===== src/rtl/dma2d_pkg.sv =====
package dma2d_pkg;
  typedef enum logic {MODE_WALK = 1'b0, MODE_RING = 1'b1} dma2d_mode_e;
endpackage


===== src/rtl/dma2d_cfg.sv =====
module dma2d_cfg
  import dma2d_pkg::*;
#(
  parameter int AW = 32,
  parameter int LW = 12,
  parameter int SW = 12,
  localparam int WAW = AW - 2,
  localparam int PW = SW + LW + 1
) (
  input  logic              clk,
  input  logic              rst_n,
  input  logic              load,
  input  logic [AW-1:0]     byte_addr,
  input  logic [LW-1:0]     xlen,
  input  logic [SW-1:0]     width,
  input  logic [LW-1:0]     ylen,
  output logic [WAW-1:0]    base_q,
  output logic [LW-1:0]     xlen_q,
  output logic [SW-1:0]     width_q,
  output logic [LW-1:0]     ylen_q,
  output dma2d_mode_e       mode_q,
  output logic [PW-1:0]     area,
  output logic [PW-1:0]     half
);
  logic [LW:0] lines;

  always_ff @(posedge clk or negedge rst_n) begin
    if (!rst_n) begin
      base_q  <= '0;
      xlen_q  <= '0;
      width_q <= '0;
      ylen_q  <= '0;
      mode_q  <= MODE_WALK;
    end else if (load) begin
      base_q  <= byte_addr[AW-1:2];
      xlen_q  <= xlen;
      width_q <= width;
      ylen_q  <= ylen;
      mode_q  <= (xlen == '0) ? MODE_RING : MODE_WALK;
    end
  end

  // Area and half point in words, derived from captured values.
  assign lines = {1'b0, ylen_q} + {{LW{1'b0}}, 1'b1};
  assign area  = PW'(width_q) * PW'(lines);
  assign half  = PW'(width_q) * PW'(lines >> 1);
endmodule


===== src/rtl/dma2d_walk.sv =====
module dma2d_walk #(
  parameter int AW = 32,
  parameter int LW = 12,
  parameter int SW = 12,
  localparam int WAW = AW - 2
) (
  input  logic           clk,
  input  logic           rst_n,
  input  logic           load,
  input  logic [WAW-1:0] load_base,
  input  logic           step,
  input  logic [LW-1:0]  xlen,
  input  logic [SW-1:0]  width,
  input  logic [LW-1:0]  ylen,
  output logic [WAW-1:0] ptr,
  output logic           last
);
  logic [WAW-1:0] line_q, line_d, ptr_d;
  logic [LW-1:0]  xcnt_q, xcnt_d, ycnt_q, ycnt_d;
  logic           line_end;

  assign line_end = (xcnt_q == xlen - LW'(1));
  assign last     = line_end && (ycnt_q == ylen);

  always_comb begin
    line_d = line_q;
    ptr_d  = ptr;
    xcnt_d = xcnt_q;
    ycnt_d = ycnt_q;
    if (load) begin
      line_d = load_base;
      ptr_d  = load_base;
      xcnt_d = '0;
      ycnt_d = '0;
    end else if (step) begin
      if (last) begin
        ptr_d = ptr + WAW'(1);
      end else if (line_end) begin
        line_d = line_q + WAW'(width);
        ptr_d  = line_q + WAW'(width);
        xcnt_d = '0;
        ycnt_d = ycnt_q + LW'(1);
      end else begin
        ptr_d  = ptr + WAW'(1);
        xcnt_d = xcnt_q + LW'(1);
      end
    end
  end

  always_ff @(posedge clk or negedge rst_n) begin
    if (!rst_n) begin
      line_q <= '0;
      ptr    <= '0;
      xcnt_q <= '0;
      ycnt_q <= '0;
    end else if (load || step) begin
      line_q <= line_d;
      ptr    <= ptr_d;
      xcnt_q <= xcnt_d;
      ycnt_q <= ycnt_d;
    end
  end
endmodule


===== src/rtl/dma2d_ring.sv =====
module dma2d_ring #(
  parameter int AW = 32,
  parameter int PW = 25,
  localparam int WAW = AW - 2
) (
  input  logic           clk,
  input  logic           rst_n,
  input  logic           load,
  input  logic [WAW-1:0] load_base,
  input  logic [WAW-1:0] base,
  input  logic           step,
  input  logic [PW-1:0]  area,
  input  logic [PW-1:0]  half,
  output logic [WAW-1:0] ptr,
  output logic           half_hit,
  output logic           wrap_hit
);
  logic [PW-1:0]  off_q, off_d, off_inc;
  logic [WAW-1:0] ptr_d;

  assign off_inc  = off_q + PW'(1);
  assign half_hit = (off_inc == half) && (half != '0);
  assign wrap_hit = (off_inc == area);

  always_comb begin
    off_d = off_q;
    ptr_d = ptr;
    if (load) begin
      off_d = '0;
      ptr_d = load_base;
    end else if (step) begin
      if (wrap_hit) begin
        off_d = '0;
        ptr_d = base;
      end else begin
        off_d = off_inc;
        ptr_d = ptr + WAW'(1);
      end
    end
  end

  always_ff @(posedge clk or negedge rst_n) begin
    if (!rst_n) begin
      off_q <= '0;
      ptr   <= '0;
    end else if (load || step) begin
      off_q <= off_d;
      ptr   <= ptr_d;
    end
  end
endmodule


===== src/rtl/dma2d_addr_gen.sv =====
module dma2d_addr_gen
  import dma2d_pkg::*;
#(
  parameter int AW = 32,
  parameter int LW = 12,
  parameter int SW = 12
) (
  input  logic          clk,
  input  logic          rst_n,
  input  logic          start,
  input  logic          enable,
  input  logic [AW-1:0] cfg_byte_addr,
  input  logic [LW-1:0] cfg_xlen,
  input  logic [SW-1:0] cfg_width,
  input  logic [LW-1:0] cfg_ylen,
  output logic          addr_valid,
  input  logic          addr_ready,
  output logic [AW-3:0] addr_word,
  output logic [AW-1:0] cur_byte_addr,
  output logic          done,
  output logic          half_evt,
  output logic          end_evt
);
  localparam int WAW = AW - 2;
  localparam int PW  = SW + LW + 1;

  dma2d_mode_e    mode_q;
  logic [WAW-1:0] base_q, walk_ptr, ring_ptr;
  logic [LW-1:0]  xlen_q, ylen_q;
  logic [SW-1:0]  width_q;
  logic [PW-1:0]  area, half;
  logic           walk_last, ring_half, ring_wrap;
  logic           run_q, run_d, fire, step_walk, step_ring;
  logic           done_d, half_d, end_d;

  dma2d_cfg #(.AW(AW), .LW(LW), .SW(SW)) u_cfg (
    .clk(clk), .rst_n(rst_n), .load(start), .byte_addr(cfg_byte_addr),
    .xlen(cfg_xlen), .width(cfg_width), .ylen(cfg_ylen),
    .base_q(base_q), .xlen_q(xlen_q), .width_q(width_q), .ylen_q(ylen_q),
    .mode_q(mode_q), .area(area), .half(half)
  );

  dma2d_walk #(.AW(AW), .LW(LW), .SW(SW)) u_walk (
    .clk(clk), .rst_n(rst_n), .load(start), .load_base(cfg_byte_addr[AW-1:2]),
    .step(step_walk), .xlen(xlen_q), .width(width_q), .ylen(ylen_q),
    .ptr(walk_ptr), .last(walk_last)
  );

  dma2d_ring #(.AW(AW), .PW(PW)) u_ring (
    .clk(clk), .rst_n(rst_n), .load(start), .load_base(cfg_byte_addr[AW-1:2]),
    .base(base_q), .step(step_ring), .area(area), .half(half),
    .ptr(ring_ptr), .half_hit(ring_half), .wrap_hit(ring_wrap)
  );

  assign addr_valid    = run_q && enable;
  assign fire          = addr_valid && addr_ready && !start;
  assign step_walk     = fire && (mode_q == MODE_WALK);
  assign step_ring     = fire && (mode_q == MODE_RING);
  assign addr_word     = (mode_q == MODE_RING) ? ring_ptr : walk_ptr;
  assign cur_byte_addr = {addr_word, 2'b00};

  always_comb begin
    run_d  = run_q;
    done_d = step_walk && walk_last;
    half_d = step_ring && ring_half;
    end_d  = step_ring && ring_wrap;
    if (start)       run_d = 1'b1;
    else if (done_d) run_d = 1'b0;
  end

  always_ff @(posedge clk or negedge rst_n) begin
    if (!rst_n) begin
      run_q    <= 1'b0;
      done     <= 1'b0;
      half_evt <= 1'b0;
      end_evt  <= 1'b0;
    end else begin
      run_q    <= run_d;
      done     <= done_d;
      half_evt <= half_d;
      end_evt  <= end_d;
    end
  end
endmodule


===== config.mk =====
export PLATFORM = sky130hd
export DESIGN_NAME = dma2d_addr_gen
export DESIGN_NICKNAME = d
export VERILOG_FILES = /design/src/rtl/dma2d_pkg.sv /design/src/rtl/dma2d_cfg.sv /design/src/rtl/dma2d_walk.sv /design/src/rtl/dma2d_ring.sv /design/src/rtl/dma2d_addr_gen.sv
export SDC_FILE = /design/constraint.sdc
export NUM_CORES = 1
export LEC_CHECK = 0
export ABC_AREA = 1
export BUFFER_PORTS_ARGS = -buffer_cell sky130_fd_sc_hd__buf_2
export CAP_MARGIN = 20
export CORE_ASPECT_RATIO = 1.1
export CORE_MARGIN = 8
export CORE_UTILIZATION = 58
export CTS_CLUSTER_DIAMETER = 60
export DETAILED_ROUTE_END_ITERATION = 8
export PLACE_DENSITY_LB_ADDON = 0.15
export SYNTH_ARGS = -nofsm -noshare
export SYNTH_HDL_FRONTEND = slang
export SYNTH_HIERARCHICAL = 1
export SYNTH_SLANG_ARGS = --single-unit
export TNS_END_PERCENT = 50

===== constraint.sdc =====
create_clock -name clk -period 6.15 [get_ports clk]
set_input_delay 0.9225 -clock clk [delete_from_list [all_inputs] [get_ports clk]]
set_output_delay 0.9225 -clock clk [all_outputs]
set_load 0.03 [all_outputs]

==> results.ini <==
[route]
drc = 0
wl_um = 78300
wl_per_cell_um = 16.9
drtIter0Drc = 2314
viasPerCell = 5.40
vias = 25000
final_antenna_net_count = 0
first_pass_iters = 6

[worst_setup_path]
regToRegStartpoint = u_cfg/ylen_q[0]
r2r_slack_ps = -510
r2r_end = u_ring/ptr[13]
crit_fanout = 7
crit_path_max_incr_delay_ps = 550
crit_path_start_kind = register
cpMostUsedCell = nand2_1
arrival_ps = 7110
r2r_cells = 37
cp-end-kind = register
slowest_stage = fa_1
path_class = reg -> reg
critPathTopFamily = adder cells
cp.required_ps = 6600
path_buf_inv = 12

[global_route]
grt.total_usage_pct = 30.2
grt_pass1_vias = 24600
grt.overflow.total = 0
grt_max_degree = 107
grt_first_pass_wirelength_um = 125000
antenna_found_initial = 0

[final_layout]
nets = 4451
area_growth_pct = 19.4
stdcell_count = 4629
diodes = 0
finalInstanceArea_um2 = 30300
regArea_um2 = 5260
drive_gt1_share_pct = 18.2
multi_input_area_um2 = 17800
num-fill-cells = 3790
final_util_pct = 70.0

[floorplanning]
initial_utilization_pct = 58.6
die_h_um = 235
die-area_um2 = 50700
die_w_um = 215
core_um2 = 43200
row_count = 80
ioPinCount = 139

[synth]
synth.area.top_cells = dfrtp_1 (21%), nand2_1 (17%), fa_1 (16%), inv_1 (9.3%), ha_1 (7.1%)
synth_most_common_cell = nand2_1
postSynthCellCount = 3701
syn_avg_cell_area_um2 = 6.85
netlist_area_um2 = 25400
synthFlopType = dfrtp_1
synth_top_area_share_pct = 20.7
synth_area_leader_cell = dfrtp_1
async_reset_ff_share_pct = 100
ys_top_cells_by_count = nand2_1 (1156), inv_1 (627), nand3_1 (332)
synth_warnings = 6
ys_seq_area_share_pct = 20.7
synth_cell_types = 55
ys_seq_elements = 210
synth_enable_flop_cells = 0

[power]
ir_drop_mv = 0.638
leakage_nw = 16.2
power_density_nw_per_um2 = 509

[clock_tree]
cts_inserted_buffers = 27
worstSkewPairLatency_ps = 560
htree_num_levels = 1
ctsRootBufferMaster = clkbuf_16
cts_max_path_buffers = 3
cts_tree = built
cts_hold_repair.buffers = 0
cts.sinks = 210
clk_pin_slew_ps = 60

[placement]
placed_cells = 4551
place_congestion = 0.980
hpwl_um = 60100
portBuffers = 134
place_ws_ps = -601
dpl_cell_area_um2 = 28100

[worst_hold_path]
hp-class = in -> async

[sta]
setup_viol = 57
whs_ps = 390
slew_headroom_pct = 41.0
hold_violations = 0
post-route-period-util_pct = 108
rsz0062_at_grt = yes
clock_skew_ps = 29.6
tightestPinTransition_ps = 884
fin_crit_ps = 6660
slew_violations = 0
timing.final.ws_setup_ps = -513
timing.fmax_ghz = 0.150

[status]
violations = setup timing
status = finished with violations

[run]
maxCapViolCount = 0

[cells by family after synthesis]
family                     after synthesis  synth area share, %
AOI/OAI and AO/OA                      243                 5.64
adders and majority gates              342                 22.8
xor gates and xnor gates               131                 4.53
buffers and inverters                  768                 12.5
other                                    2               0.0296
and+or+nand+nor                       2005                 33.8
DFF                                    210                 20.7
[worst reg2reg max path: cells and delay by family (launching register included)]
kind          cells  cell delay, ps
fa+ha+maj         6            2890
simple gates     19            1920
buf+inv          12            1360
flops             1             400
[registers in the layout, indices dropped and copies added, names as in the netlist]
signal,flops
u_ring/ptr,30
u_walk/line_q,30
u_ring/off_q,25
end_evt,1
run_q,1
u_cfg/ylen_q,12
u_cfg/mode_q,1
done,1
half_evt,1
u_cfg/width_q,12
u_walk/xcnt_q,12
u_walk/ptr,30
u_cfg/base_q,30
u_cfg/xlen_q,12
u_walk/ycnt_q,12
[metrics by stage]
stage / setup TNS [ps] / power, mW
3_5_place_dp: -31720 / 11.5
5_1_grt: -43610 / 16.7
3_3_place_gp: -25650 / 11.4
4_1_cts: -19190 / 14.7
6_report: -25860 / 15.4
2_1_floorplan: 0 / 7.43
[report_power, final]
group | total [mW] | internal [mW] | switching, mW
logic | 12.1 | 5.42 | 6.71
clock network | 1.62 | 0.963 | 0.659
registers | 1.67 | 1.51 | 0.160
[area by class of cell]
cell class	count	share of cell area [%]
multi-input combinational	2724	58.8
clock buffer	36	2.54
sequential	210	17.4
clock inverter	12	0.442
inverter	641	7.98
tap	574	2.37
timing repair buffer	432	10.5
[worst max path at each step]
stage,start,to,depth (start not counted)
after floorplan,u_cfg/ylen_q[0],u_ring/ptr[0],30
after global routing,u_cfg/ylen_q[0],u_ring/ptr[13],37
after detailed placement,u_cfg/ylen_q[0],half_evt,36
after CTS,u_cfg/ylen_q[1],u_ring/off_q[3],33
after global placement,u_cfg/ylen_q[0],half_evt,37
final,u_cfg/ylen_q[0],u_ring/ptr[13],37
[placed cells by master (no fill, tap or decap), types with 22 or more instances in the layout]
cell type / instances
dfrtp_1: 210
buf_2: 132
o21ai_1: 26
fa_1: 193
nand2_1: 1106
nand3b_1: 22
clkbuf_16: 29
buf_4: 277
nand3_2: 23
a21oi_1: 47
nand4_1: 40
nand3_1: 314
nor3_1: 36
nor2_1: 279
nor2_2: 40
o21ai_0: 81
nand2_2: 62
a22oi_1: 31
ha_1: 121
inv_1: 616
xnor2_1: 51
xor2_1: 77
[timing repair]
action / CTS / global route
pin swaps: 59 / 64
setup buffers: 19 / 6
gates resized for setup: 155 / 72
cloned: 4 / 2
setup endpoints to repair: 57 / 57
[routing by layer]
| layer | GRT usage, % | vias to the layer above | share of wire [%] |
|---|---|---|---|
| li1 | - | 12100 | - |
| met1 | 36.6 | 11800 | 40 |
| met2 | 52.7 | 843 | 49 |
| met3 | 2.98 | 260 | 5.4 |
| met4 | 15.4 | 0 | 5.7 |
| met5 | 0 | - | 0 |
No activity file was read; power rests on OpenSTA's default activity.
